<file path="src/rtl/clk_div_frac_pkg.sv">
package clk_div_frac_pkg;
  // divide-by-4.5 schedule over a 9-cycle frame (count runs 1..9)
  localparam int unsigned HALF_TOP   = 9;
  localparam int unsigned HALF_POS_H = 2;  // rising-edge pulse covers counts 1..2
  localparam int unsigned HALF_NEG_A = 5;  // falling-edge pulse sampled at counts 5..6
  localparam int unsigned HALF_NEG_B = 6;
  localparam int unsigned MIN_DIV    = 2;

  function automatic int unsigned cnt_width(int unsigned w);
    return (w > 4) ? w : 4;
  endfunction
endpackage

</file>
<file path="src/rtl/clk_div_frac_cfg.sv">
module clk_div_frac_cfg
  import clk_div_frac_pkg::*;
#(
  parameter int unsigned W  = 8,
  localparam int unsigned CW = cnt_width(W)
) (
  input  logic          clk_i,
  input  logic          rst_ni,
  input  logic [W-1:0]  div_val_i,
  input  logic          half_mode_i,
  output logic          run_o,
  output logic          half_o,
  output logic [CW-1:0] top_o,
  output logic [CW-1:0] hi_o
);
  logic [CW-1:0] int_top;

  always_comb begin
    int_top = CW'(div_val_i);
    if (div_val_i < W'(MIN_DIV)) int_top = CW'(MIN_DIV);
  end

  always_ff @(posedge clk_i or negedge rst_ni) begin
    if (!rst_ni) begin
      run_o  <= 1'b0;
      half_o <= 1'b0;
      top_o  <= '0;
      hi_o   <= '0;
    end else if (!run_o) begin
      run_o  <= 1'b1;
      half_o <= half_mode_i;
      top_o  <= half_mode_i ? CW'(HALF_TOP) : int_top;
      hi_o   <= half_mode_i ? CW'(HALF_POS_H) : (int_top >> 1);
    end
  end

  p_cfg_hold_r7: assert property (@(posedge clk_i) disable iff (!rst_ni)
    run_o |=> ($stable(top_o) && $stable(half_o) && $stable(hi_o)));

  p_min_div_r3: assert property (@(posedge clk_i) disable iff (!rst_ni)
    run_o |-> (top_o >= CW'(MIN_DIV)));
endmodule

</file>
<file path="src/rtl/clk_div_frac_count.sv">
module clk_div_frac_count
  import clk_div_frac_pkg::*;
#(
  parameter int unsigned W  = 8,
  localparam int unsigned CW = cnt_width(W)
) (
  input  logic          clk_i,
  input  logic          rst_ni,
  input  logic          run_i,
  input  logic [CW-1:0] top_i,
  output logic [CW-1:0] cnt_o,
  output logic [CW-1:0] cnt_nxt_o
);
  always_comb begin
    if (!run_i)               cnt_nxt_o = '0;
    else if (cnt_o >= top_i)  cnt_nxt_o = CW'(1);
    else                      cnt_nxt_o = cnt_o + CW'(1);
  end

  always_ff @(posedge clk_i or negedge rst_ni) begin
    if (!rst_ni) cnt_o <= '0;
    else         cnt_o <= cnt_nxt_o;
  end

  p_cnt_bound_r1: assert property (@(posedge clk_i) disable iff (!rst_ni)
    cnt_o <= top_i);

  p_wrap_r1: assert property (@(posedge clk_i) disable iff (!rst_ni)
    (run_i && cnt_o == top_i) |=> (cnt_o == CW'(1)));
endmodule

</file>
<file path="src/rtl/clk_div_frac_phase.sv">
module clk_div_frac_phase
  import clk_div_frac_pkg::*;
#(
  parameter int unsigned W  = 8,
  localparam int unsigned CW = cnt_width(W)
) (
  input  logic          clk_i,
  input  logic          rst_ni,
  input  logic          run_i,
  input  logic          half_i,
  input  logic [CW-1:0] hi_i,
  input  logic [CW-1:0] cnt_i,
  input  logic [CW-1:0] cnt_nxt_i,
  output logic          clk_o
);
  logic pos_q, neg_q;

  // rising-edge half of the waveform
  always_ff @(posedge clk_i or negedge rst_ni) begin
    if (!rst_ni) pos_q <= 1'b0;
    else         pos_q <= run_i && (cnt_nxt_i != '0) && (cnt_nxt_i <= hi_i);
  end

  // falling-edge half, only used for the 4.5 ratio
  always_ff @(negedge clk_i or negedge rst_ni) begin
    if (!rst_ni) neg_q <= 1'b0;
    else         neg_q <= run_i && half_i &&
                          (cnt_i == CW'(HALF_NEG_A) || cnt_i == CW'(HALF_NEG_B));
  end

  assign clk_o = pos_q | neg_q;

  p_neg_half_only_r5: assert property (@(posedge clk_i) disable iff (!rst_ni)
    !half_i |-> !neg_q);

  p_rise_first_r8: assert property (@(posedge clk_i) disable iff (!rst_ni)
    $rose(pos_q) |-> (cnt_i == CW'(1)));

  p_no_overlap_r4: assert property (@(posedge clk_i) disable iff (!rst_ni)
    !(pos_q && neg_q));
endmodule

</file>
<file path="src/rtl/clk_div_frac.sv">
module clk_div_frac
  import clk_div_frac_pkg::*;
#(
  parameter int unsigned W = 8
) (
  input  logic         clk_i,
  input  logic         rst_ni,
  input  logic [W-1:0] div_val_i,
  input  logic         half_mode_i,
  output logic         clk_o
);
  localparam int unsigned CW = cnt_width(W);

  logic          run, half;
  logic [CW-1:0] top, hi, cnt, cnt_nxt;

  clk_div_frac_cfg #(.W(W)) u_cfg (
    .clk_i       (clk_i),
    .rst_ni      (rst_ni),
    .div_val_i   (div_val_i),
    .half_mode_i (half_mode_i),
    .run_o       (run),
    .half_o      (half),
    .top_o       (top),
    .hi_o        (hi)
  );

  clk_div_frac_count #(.W(W)) u_count (
    .clk_i     (clk_i),
    .rst_ni    (rst_ni),
    .run_i     (run),
    .top_i     (top),
    .cnt_o     (cnt),
    .cnt_nxt_o (cnt_nxt)
  );

  clk_div_frac_phase #(.W(W)) u_phase (
    .clk_i     (clk_i),
    .rst_ni    (rst_ni),
    .run_i     (run),
    .half_i    (half),
    .hi_i      (hi),
    .cnt_i     (cnt),
    .cnt_nxt_i (cnt_nxt),
    .clk_o     (clk_o)
  );

  always @(negedge clk_i) begin
    if (!rst_ni) begin
      p_rst_low_r6: assert (!clk_o && cnt == '0);
    end
  end
endmodule

</file>
<file path="config.mk">
export PLATFORM = sky130hd
export DESIGN_NAME = clk_div_frac
export DESIGN_NICKNAME = d
export VERILOG_FILES = /design/src/rtl/clk_div_frac_pkg.sv /design/src/rtl/clk_div_frac_cfg.sv /design/src/rtl/clk_div_frac_count.sv /design/src/rtl/clk_div_frac_phase.sv /design/src/rtl/clk_div_frac.sv
export SDC_FILE = /design/constraint.sdc
export NUM_CORES = 1
export LEC_CHECK = 0
export BUFFER_PORTS_ARGS = -buffer_cell sky130_fd_sc_hd__buf_2
export CAP_MARGIN = 10
export CORE_MARGIN = 2
export CORE_UTILIZATION = 58
export CTS_CLUSTER_SIZE = 24
export DETAILED_ROUTE_END_ITERATION = 6
export MAX_ROUTING_LAYER = met4
export PLACE_DENSITY = 0.78
export SYNTH_ARGS = -nofsm -noshare
export SYNTH_HDL_FRONTEND = slang
export SYNTH_SLANG_ARGS = --single-unit
</file>
<file path="constraint.sdc">
create_clock -name clk_i -period 3.4 [get_ports clk_i]
set_input_delay 0.68 -clock clk_i [delete_from_list [all_inputs] [get_ports clk_i]]
set_output_delay 0.68 -clock clk_i [all_outputs]
set_load 0.01 [all_outputs]
</file>
==> results of run 1 <==
-- worst max-delay path: cells and delay by family, from the launching register on --
family | cells | cell delay (ps)
flip-flops | 1 | 330
AND/OR/NAND/NOR | 1 | 220
buffers and inverters | 1 | 120
-- how the worst max path moves through the flow --
| stage | cells past startpoint | startpoint | slack, ps | to |
|---|---|---|---|---|
| 5_1_grt | 2 | u_phase.neg_q | 20 | clk_o |
| 3_3_place_gp | 2 | u_phase.neg_q | 310 | clk_o |
| 2_1_floorplan | 1 | u_phase.neg_q | 410 | clk_o |
| 4_1_cts | 2 | u_phase.neg_q | 10 | clk_o |
| 6_report | 2 | u_phase.neg_q | 40 | clk_o |
| 3_5_place_dp | 13 | u_count.cnt_o[0] | 210 | u_phase.pos_q |
-- cells by family after synthesis --
family,after synthesis,synth area share
adders and majority gates,18,0.1689
muxes,1,0.008442
xor gates and xnor gates,7,0.04597
AOI/OAI and AO/OA,34,0.1651
and+or+nand+nor,43,0.1529
buffers and inverters,15,0.04315
other,1,0.002812
DFF,22,0.4128
-- through the flow --
stage | hold WS [ps] | worst slack [ps] | cell area (um^2)
final | 349.4 | 39.62 | 1471
after global routing | 373.5 | 15.21 | 1471
after CTS | 362.0 | 10.68 | 1471
after detailed placement | 502.3 | 209.9 | 1426
after global placement | 490.0 | 307.4 | 1426
after floorplan | 384.4 | 410.1 | 1334
-- power by group through the flow --
stage	Clock, uW	Combinational (uW)	Sequential (uW)
2_1_floorplan	0	70.6	291
3_3_place_gp	0	96.0	297
3_5_place_dp	0	102	298
4_1_cts	151	106	293
5_1_grt	156	121	295
6_report	146	106	293
-- per-layer routing --
metal / track usage / up-vias / routed length (um)
met2: 0.4177 / 26 / 1375
li1: - / 524 / -
met3: 0.04598 / 5 / 124
met4: 0.07456 / 0 / 32
met5: - / - / 0
met1: 0.3116 / 499 / 1245
-- final cells by class --
type	instances	area, um^2	share of cell area
Timing Repair Buffer	13	76.32	0.05187
Multi-Input combinational cell	104	728.2	0.4949
Sequential cell	22	550.5	0.3741
Inverter	12	45.04	0.03061
Clock buffer	4	36.28	0.02466
Tap cell	28	35.03	0.02381
-- sequential cells by signal, indices dropped and copies added, names as in the netlist --
name	flops
u_cfg.top_o	8
u_cfg.hi_o	2
u_cfg.half_o	1
u_phase.pos_q	1
u_phase.neg_q	1
u_cfg.run_o	1
u_count.cnt_o	8
-- layout by cell type (no fill, tap or decap), types with 4 or more instances in the layout --
cell type / instances
dfrtp_1: 21
ha_1: 18
nand2_1: 15
nor2_1: 12
inv_1: 11
a21oi_1: 10
buf_2: 10
o21ai_0: 7
xnor2_1: 4
nor3_1: 4
-- Yosys cell counts (all sizes together) (2+ instances only) --
library cell  count
a211oi            3
nor3              4
nand2            15
o21ai             8
dfrtp            21
nor2             12
a21oi            10
o31ai             3
nor4              2
inv              11
xnor2             4
ha               18
clkbuf            2
nand3             3
xor2              3
a31oi             2
nor2b             2
-- what timing repair did --
item / in CTS / in global routing
pin swaps: 0 / 1
setup buffers: 0 / 0
resized for setup: 2 / 0
hold buffers: 0 / 0
hold endpoints to repair: 0 / 0
endpoints found under the setup margin: 1 / 1
==> impl_metrics.ini, run 1 <==
[timing]
skew_ps = 5.821
slew_viol_final = 0
final-setup-viol-count = 0
finalHoldViolCount = 0
tns_ps = 0
relSlewSlack = 0.6636
worstMarginPinSlew_ps = 501.5
rsz0062_at_grt = no

[power_and_ir_drop]
peakVddDrop_v = 0.0002486
p_seq_frac = 0.537
power.internal_uw = 392.3
p_sw_uw = 153.1
power_uw = 545.4
combPwrFrac = 0.195
clkPwrFrac = 0.268
switching_share = 0.2808
leakage_uw = 0.0006946
p_per_area_nw_per_um2 = 370.7

[placed_design]
dp.cells = 179
place.detailed.hpwl_um = 2220
port_buffers = 11
gp_congestion = 0.8941

[flow_run]
cap_violations = 0

[worst_setup_path]
start_kind = flop
cp_slowest_cell = dfrtn_1
r2r_setup_slack_ps = 150
path_cells = or2_4, buf_6
reg2reg_from = u_count.cnt_o[0]
max_stage_delay_ps = 330
criticalPathCategory = reg -> out
arrival_ps = 2680
reg2reg_to = u_phase.pos_q
reg2regPathDepth = 13
worst-endpoint-required_ps = 2720
cp-end-kind = primary output
worstPathMaxFanout = 1

[clock_network]
tritoncts = built
clkTransAtPathRegs_ps = 120
cts-root-buf = clkbuf_4
cts_buffers = 3
cts.path.max_buffers = 2
clk_latency_ps = 310
h-tree-depth = 1
cts_sinks = 22

[synthesis]
synth_top_area_share = 0.3940
ys_warn_count = 0
netlist_area_um2 = 1334
synth-edff-count = 0
synth_cells = 141
synth-async-reset-ratio = 1.000
synth_seq_area_share = 0.4128
yosys.area.top_type = dfrtp_1
ys_ff_latch = 22
syn_area_per_cell_um2 = 9.459
synth_ff_type = dfrtp_1
synthTopCellsByArea = dfrtp_1 (39%), ha_1 (17%), nand2_1 (4.2%)
syn-num-nets = 170
synth_cell_types = 37

[status]
status = complete, no violations

[final_layout]
finish.utilization = 0.6716
fill_cells = 179
area_growth_pct = 10.32
final_cells = 183
diodes = 0
fin_nets = 185
final_layout_size_suffix_gt1_frac = 0.1355

[routing]
wl_per_cell_um = 15.18
wirelength_um = 2778
drt_iter0_drc = 25
drcViolationCount = 0
ant_nets = 0
avgViaCountPerCell = 5.760
first_pass_iters = 5
num_vias = 1054

[floorplan]
start_util = 0.6088
die_height_um = 51.96
dieArea_um2 = 2699
coreArea_um2 = 2191
rows = 17
die_w_um = 51.96
io_pins = 12

[min_path]
hold_class = in -> async

[grt]
grt_pass1_wl_um = 4809
antenna_found_initial = 0
grtUsageTotal = 0.2509
grt_pass1_vias = 1059
grt_start_max_net_pins = 22
gr-total-overflow = 0
(Power assumes the default switching activity.)
==> run 2: changes to the inputs <==
--- a/config.mk
+++ b/config.mk
@@ -12,7 +12,7 @@
 export CTS_CLUSTER_SIZE = 24
 export DETAILED_ROUTE_END_ITERATION = 6
 export MAX_ROUTING_LAYER = met4
-export PLACE_DENSITY = 0.78
+export PLACE_DENSITY = 0.84
 export SYNTH_ARGS = -nofsm -noshare
 export SYNTH_HDL_FRONTEND = slang
 export SYNTH_SLANG_ARGS = --single-unit
==> run 2 against run 1 <==
  * Sequential power about the same
  * Worst setup slack got worse by 11 ps
  * Final area rose by 1.2%
  * Combinational power barely moved
  * Die area unchanged
==> impl_metrics.ini, run 2 (synthesized netlist as in run 1, its figures left out) <==
[status]
status = complete, no violations

[worst_setup_path]
r2r_setup_slack_ps = 200
criticalPathCategory = reg -> out
path_cells = or2_4, buf_6
max_stage_delay_ps = 340
start_kind = flop
worstPathMaxFanout = 1
reg2reg_from = u_count.cnt_o[0]
arrival_ps = 2690
cp_slowest_cell = dfrtn_1
reg2reg_to = u_phase.pos_q
worst-endpoint-required_ps = 2720
cp-end-kind = primary output
reg2regPathDepth = 13

[timing]
slew_viol_final = 0
skew_ps = 13.78
timing.hold.ws_ps = 338.4
final-setup-viol-count = 0
tns_ps = 0
rsz0062_at_grt = no
finalHoldViolCount = 0

[clock_network]
cts_setup_buffers = 0
cts_hold_buf = 0
cts-root-buf = clkbuf_4
tritoncts = built
h-tree-depth = 1
cts_sinks = 22
clk_latency_ps = 310
cts_buffers = 3
cts.path.max_buffers = 2
clkTransAtPathRegs_ps = 130

[final_layout]
final_cells = 183
final_layout_size_suffix_gt1_frac = 0.1419
top_regs = u_cfg.top_o: 8 flops, u_count.cnt_o: 8 flops, u_cfg.hi_o: 2 flops
final_common_cell = dfrtp_1
fill_cells = 167
mostFrequentLayoutCells = dfrtp_1 (20), ha_1 (18), nand2_1 (15)
area_growth_pct = 11.63
fin_nets = 185
diodes = 0

[routing]
wirelength_um = 2853
drcViolationCount = 0
avgViaCountPerCell = 5.825
drt_iter0_drc = 18
num_vias = 1066
ant_nets = 0
first_pass_iters = 4
wl_per_cell_um = 15.59

[grt]
grt_pass1_vias = 1112
grtUsageTotal = 0.2588
antenna_found_initial = 0
grt_pass1_wl_um = 4926
grt_start_max_net_pins = 22
gr-total-overflow = 0

[placed_design]
dp.cells = 179
port_buffers = 11
gp_congestion = 0.9023
place.detailed.hpwl_um = 2232

[floorplan]
io_pins = 12
dieArea_um2 = 2699
die_w_um = 51.96
rows = 17
start_util = 0.6088
die_height_um = 51.96
coreArea_um2 = 2191

[flow_run]
cap_violations = 0

[power_and_ir_drop]
p_per_area_nw_per_um2 = 403.6
power_uw = 600.9
peakVddDrop_v = 0.0003881
leakage_uw = 0.0007009

[min_path]
hold_class = in -> async
## run 2: cell count changes in the layout (fill, tap and decap cells not counted), sizes merged
cell and change:
bufinv +1, clkbuf -1
## run 2: where the power goes
part | switching (uW) | internal, uW | total (uW)
Clock | 81.4 | 119 | 201
Sequential | 16.1 | 278 | 295
Combinational | 57.8 | 48.0 | 106
Total | 155 | 446 | 601
## run 2: through the flow
step	utilization	setup WS [ps]	cell area [um^2]
floorplan	-	410.1	1334
global placement	0.6511	309.2	1426
detailed placement	0.6511	198.1	1426
CTS	0.6790	21.83	1488
global route	0.6796	6.595	1489
finish	0.6796	28.51	1489
## run 2: cell type report
cell class              count  area [um^2]  share of cell area
multi-input cells         104        728.2              0.4891
clock buffers               3        22.52             0.01513
well taps                  28        35.03             0.02353
flip-flops and latches     22        551.8              0.3706
clock inverters             1        30.03             0.02017
repair buffers             13        76.32             0.05126
inverters                  12        45.04             0.03025
## run 2: worst max-delay path, delay by kind of cell (launching register included)
family | cells | cell delay, ps
flip-flops | 1 | 340
buffers and inverters | 1 | 120
AND/OR/NAND/NOR | 1 | 240
## run 2: timing repair
item	4_1_cts	5_1_grt
resized for setup	2	1
cloned	0	0
endpoints found under the setup margin	1	1
## run 2: how the worst max path moves through the flow
stage                     startpoint       endpoint  slack (ps)
floorplan              u_phase.neg_q          clk_o         410
global placement       u_phase.neg_q          clk_o         310
detailed placement  u_count.cnt_o[0]  u_phase.pos_q         200
CTS                    u_phase.neg_q          clk_o          20
global route           u_phase.neg_q          clk_o           7
finish                 u_phase.neg_q          clk_o          30
## run 2: per-layer routing
layer / up-vias / wire length [um] / part of all wire / global-route usage
met5: - / 0 / 0 / -
met4: 0 / 39 / 0.014 / 0.07895
met3: 4 / 116 / 0.041 / 0.01724
met2: 26 / 1419 / 0.50 / 0.4473
met1: 512 / 1278 / 0.45 / 0.3258
li1: 524 / - / - / -
